### src/rtl/dbank_array.sv
module dbank_array #(
   parameter int ROWS = 16,
   parameter int ROW_W = 32,
   localparam int ROW_AW = $clog2(ROWS)
) (
   input  logic              clk,
   input  logic              rst_n,
   input  logic              sense_en,
   input  logic [ROW_AW-1:0] sense_row,
   output logic [ROW_W-1:0]  sense_data,
   input  logic              restore_en,
   input  logic [ROW_AW-1:0] restore_row,
   input  logic [ROW_W-1:0]  restore_data,
   input  logic              clear_en,
   input  logic [ROW_AW-1:0] clear_row
);

   logic [ROW_W-1:0] row_bus [ROWS];

   for (genvar r = 0; r < ROWS; r++) begin : g_cell
      logic             hit_restore, hit_drain;
      logic [ROW_W-1:0] cell_q;
      assign hit_restore = restore_en && restore_row == ROW_AW'(r);
      assign hit_drain   = (sense_en && sense_row == ROW_AW'(r))
                        || (clear_en && clear_row == ROW_AW'(r));
      always_ff @(posedge clk) begin
         if (!rst_n)           cell_q <= '0;
         else if (hit_restore) cell_q <= restore_data;
         else if (hit_drain)   cell_q <= '0;
      end
      assign row_bus[r] = cell_q;
   end

   assign sense_data = row_bus[sense_row];


   sense_drains_chk: assert property (@(posedge clk) disable iff (!rst_n)
      (sense_en && !restore_en) |=> row_bus[$past(sense_row)] == '0);

   restore_lands_chk: assert property (@(posedge clk) disable iff (!rst_n)
      restore_en |=> row_bus[$past(restore_row)] == $past(restore_data));

endmodule

### config.mk
export PLATFORM = sky130hd
export DESIGN_NAME = dbank_array
export DESIGN_NICKNAME = d
export VERILOG_FILES = /design/src/rtl/dbank_array.sv
export SDC_FILE = /design/constraint.sdc
export NUM_CORES = 1
export LEC_CHECK = 0
export BUFFER_PORTS_ARGS = -buffer_cell sky130_fd_sc_hd__buf_4
export CORE_ASPECT_RATIO = 1.2
export CORE_MARGIN = 3
export CORE_UTILIZATION = 30
export DETAILED_ROUTE_END_ITERATION = 10
export PLACE_DENSITY = 0.41
export SLEW_MARGIN = 0
export SYNTH_ARGS = -nofsm -noshare
export SYNTH_HDL_FRONTEND = slang
export SYNTH_SLANG_ARGS = --single-unit
### constraint.sdc
create_clock -name clk -period 2.2 [get_ports clk]
set_input_delay 0.33 -clock clk [delete_from_list [all_inputs] [get_ports clk]]
set_output_delay 0.33 -clock clk [all_outputs]
set_load 0.03 [all_outputs]
; ---- Word-level counts from Yosys, hierarchy flattened
; Cells that the tools add are included.
[op_classes]
reduce_logical = 83
mux = 35
bitwise = 1
n_lt_le_gt_ge = 1
eq_ne = 45
[ops]
columns = cell, count
row1 = 32-bit two-way mux, 34
row2 = 32-bit binary-select mux with 4-bit select, 1
row3 = "4-bit == test, second input constant", 24
row4 = "4-bit by 3-bit == test with 1-bit output, second input constant", 12
row5 = 1-bit logical AND, 48
row6 = 2-bit nonzero test, 16
row7 = "4-bit by 2-bit == test with 1-bit output, second input constant", 6
row8 = 1-bit logical OR, 16
row9 = "4-bit by 1-bit == test with 1-bit output, second input constant", 3
row10 = 4-bit logical NOT, 3
row11 = "5-bit greater-or-equal comparator, second input constant", 1
row12 = 4-bit inverter with 5-bit output, 1
[word_totals]
input_bits = 49
output_inout_bits = 32
word_cells = 181
ff_bits = 512

; ---- Longest topological paths before layout
[logic_depth]
word_depth = 5
mapped_depth = 7
depth_no_buf = 4

; ---- Worst setup path after synthesis
; No wires, ideal clock.
[synth_path]
path_kind = input port to output port
from = in sense_row[0]
to = out sense_data[10]
path_slack_ps = 127
t_arrival_ps = 1743
stages = 6
cell_sequence = buf_2 -> buf_6 -> buf_2 -> mux4_2 -> a22oi_1 -> nand2_1
[synth_via]
elab_chain_len = 4
[synth_lines]
columns = item, line_no
row1 = from (decl), 9  ; input logic [ROW_AW-1:0] sense_row,
row2 = 4-bit inverter with 5-bit output (implied by the code), 34  ; assign sense_data = row_bus[sense_row];
row3 = 32-bit binary-select mux with 4-bit select, 34
row4 = 32-bit two-way mux (implied by the code) (2 in series), 34
row5 = to (decl), 10  ; output logic [ROW_W-1:0] sense_data,
; No other way between the ends. The select of a mux whose other input is x is not followed.

; ---- Final worst setup path
[layout_path]
from = reg g_cell[3].cell_q[18]
to = out sense_data[18]
[layout_via]
elab_chain_len = 3
[layout_lines]
columns = item, line_no
row1 = from (decl), 22  ; logic [ROW_W-1:0] cell_q;
row2 = from (signal assigned), 28  ; else if (hit_restore) cell_q <= restore_data;
row3 = 32-bit binary-select mux with 4-bit select, 34
row4 = 32-bit two-way mux (implied by the code) (2 in series), 34
; No other way between the ends. The select of a mux whose other input is x is not followed.

==> results.yml <==
finish:
  fillCellCount: 7840
  num-nets-final: 2677
  final_area_sq_um: 29100
  regMostFlops: "g_cell.cell_q"
  reg_top3: "g_cell.cell_q: 512 flops"
  largest_reg_flops: 512
  layout.cells.non_filler: 3718
  syn2layout_area_growth_pct: 21.03
  layout-drive-gt1-share_pct: 22.31
timing:
  hold_slack_ns: 0.04739
  tightest_slew_ns: 0.6575
  min_period_ns: 2.348
  setup-violations-final: 29
  maxSlewHeadroom_pct: 56.17
  finalWorstSetupSlack_ns: -0.1476
  hold_viol_final: 0
  rsz0062_at_grt: "yes"
  clock_skew_ns: 0
  period_share_pct: 106.7
  maxSlewViolCount: 0
  fmax_mhz: 426.0
synthesis:
  syn_inst: 2675
  yosysSeqAreaShare_pct: 42.63
  ys_types: 24
  synthesis.yosys.warnings: 0
  ys_seq_elements: 512
  syn-num-nets: 2724
  synth.avg_cell_area_sq_um: 8.989
  netlist_area_sq_um: 24050
global_routing:
  grt_pass1_wl_um: 147200
  grt_max_degree: 75
  grt_antenna_before_repair: 10
  grt_use_total_pct: 23.79
  grt_pass1_vias: 20940
  overflow: 0
detailed_routing:
  first_iter_violations: 1775
  drcViolationCount: 0
  vias_per_cell: 5.604
  wl_um: 100900
  via_count: 20830
  ant_nets: 0
  firstDrtPassIters: 7
  avgRoutedWirePerCell_um: 27.13
job:
  maxCapViolations: 0
critical_path:
  endpoint_kind: "output pin"
  cp.required_ns: 1.87
  worstPathArrival_ns: 2.02
  crit_fanout: 2
  cp-start-kind: "flip-flop"
  criticalPathCategory: "flip-flop to output pin"
power:
  vdd_drop_max_uv: 676.4
  p_leak_uw: 0.009375
  p_total_uw: 21400
  power_density_nw_per_um2: 735.3
die:
  ios: 81
  start_util_pct: 30.32
  core_sq_um: 79320
  fp.dieW_um: 264.4
  die_h_um: 316.1
  dieArea_sq_um: 83600
  rows: 113
placement:
  dpl_cell_area_sq_um: 26580
  dp_slack_ns: -0.1492
  numPortBuffers: 80
  dp_hpwl_um: 56860
  gp_routability_congestion: 0.7814
  placed_cells: 3599
clocking:
  clk_latency_ns: 0.61
  clock_path_buffers: 3
  h-tree-depth: 2
  cts.sinks: 512
  cts_tree: "done"
  cts-root-buf: "clkbuf_16"
  clkTransAtPathRegs_ns: 0.06
  numCtsBuffers: 60
status:
  status: "finished, violations left"
  violations: "negative setup slack"
worst_hold_path:
  hp-class: "primary input to flip-flop"
## layout by cell type (no fill, tap or decap), drive strengths merged
master	synthesis	final
o32a	4	4
dfxtp	512	512
clkbuf	195	95
nand3b	6	6
nand2b	6	6
o22a	12	12
nor2b	2	2
or3b	3	3
bufinv	0	3
mux4	128	128
diode	0	7
a22oi	64	64
nand3	515	515
buf	133	219
a21boi	512	512
or2	18	18
clkinv	0	12
nor2	17	17
nand2	547	547
and2	1	1
## kinds of logic (layout without fill, tap and decap cells)
kind of cell,after synthesis,after routing,share of synthesized area (%)
AOI/OAI and AO/OA,592,592,18.59
buffers and inverters,328,329,6.223
DFF,512,512,42.63
muxes,128,128,11.99
other,0,7,0
and+or+nand+nor,1115,1115,20.57
## report_power, final
part	leakage [uW]	switching [uW]	total [uW]	internal (uW)
clock	0.000985	4150	10100	5990
combinational	0.00424	1130	1810	676
sequential	0.00415	57.2	9450	9390
total	0.00938	5340	21400	16100
## synth_stat cells
| master | number | area share, % |
|---|---|---|
| nand2_1 | 547 | 8.5 |
| nand3_1 | 515 | 11 |
| dfxtp_1 | 512 | 43 |
| a21boi_0 | 366 | 11 |
| clkbuf_1 | 195 | 3.0 |
| a21boi_1 | 146 | 4.6 |
| mux4_2 | 128 | 12 |
| buf_2 | 74 | 1.5 |
| a22oi_1 | 64 | 2.0 |
| buf_1 | 31 | 0.48 |
| buf_6 | 18 | 0.84 |
| nor2_1 | 12 | 0.19 |
| o22a_1 | 12 | 0.44 |
| buf_4 | 10 | 0.31 |
| or2_2 | 10 | 0.26 |
| or2_1 | 8 | 0.21 |
| nand2b_1 | 6 | 0.16 |
| nand3b_1 | 6 | 0.19 |
| nor2_2 | 5 | 0.13 |
| o32a_1 | 4 | 0.17 |
| nor2b_1 | 2 | 0.052 |
| or3b_1 | 2 | 0.073 |
| and2_1 | 1 | 0.026 |
| or3b_2 | 1 | 0.036 |
## worst max-delay path: stages, from the launching register on
cell and delay (ns):
dfxtp_2 0.32, mux4_2 0.47, a22oi_2 0.25, nand2_2 0.17, buf_6 0.17
## metal layers
metal | GRT usage [%] | wire (um) | part of all wire, % | vias up
li1 | - | - | - | 9306
met1 | 30.18 | 42370 | 42 | 10570
met2 | 41.09 | 49160 | 49 | 761
met3 | 3.903 | 6195 | 6.1 | 200
met4 | 8.256 | 3125 | 3.1 | 0
met5 | 0 | 0 | 0 | -
## final cells by class
class	count	area [sq um]	area share, %
Clock buffer	95	1826	6.273
Multi-Input combinational cell	1835	12770	43.88
Sequential cell	512	10290	35.37
Clock inverter	15	161.4	0.5546
Timing Repair Buffer	219	2741	9.420
Antenna cell	7	17.52	0.06019
Tap cell	1035	1295	4.450
## stage by stage
step,utilization (%),TNS (ns)
after CTS,36.61,-3.162
after global routing,36.69,-4.045
after floorplan,-,0
after global placement,33.51,-2.290
after detailed placement,33.51,-2.450
final,36.69,-1.849
## path summary, 6_finish.rpt
check	from	endpoint	slack (ns)	cells after the start
worst max register to register	g_cell[13].cell_q[16]$_SDFFE_PN0P_	g_cell[13].cell_q[16]$_SDFFE_PN0P_	1.47	2
worst min register to register	g_cell[2].cell_q[15]$_SDFFE_PN0P_	g_cell[2].cell_q[15]$_SDFFE_PN0P_	0.46	2
worst max-delay path	g_cell[3].cell_q[18]$_SDFFE_PN0P_	sense_data[18]	-0.15	4
worst min-delay path	restore_data[26]	g_cell[2].cell_q[26]$_SDFFE_PN0P_	0.05	3
## what timing repair did
action,CTS,global route
pin swaps,52,5
setup endpoints to repair,32,32
setup buffers,2,0
gates resized for setup,127,20
hold buffers,0,0
Note: power is estimated with default switching activity, not from simulation.
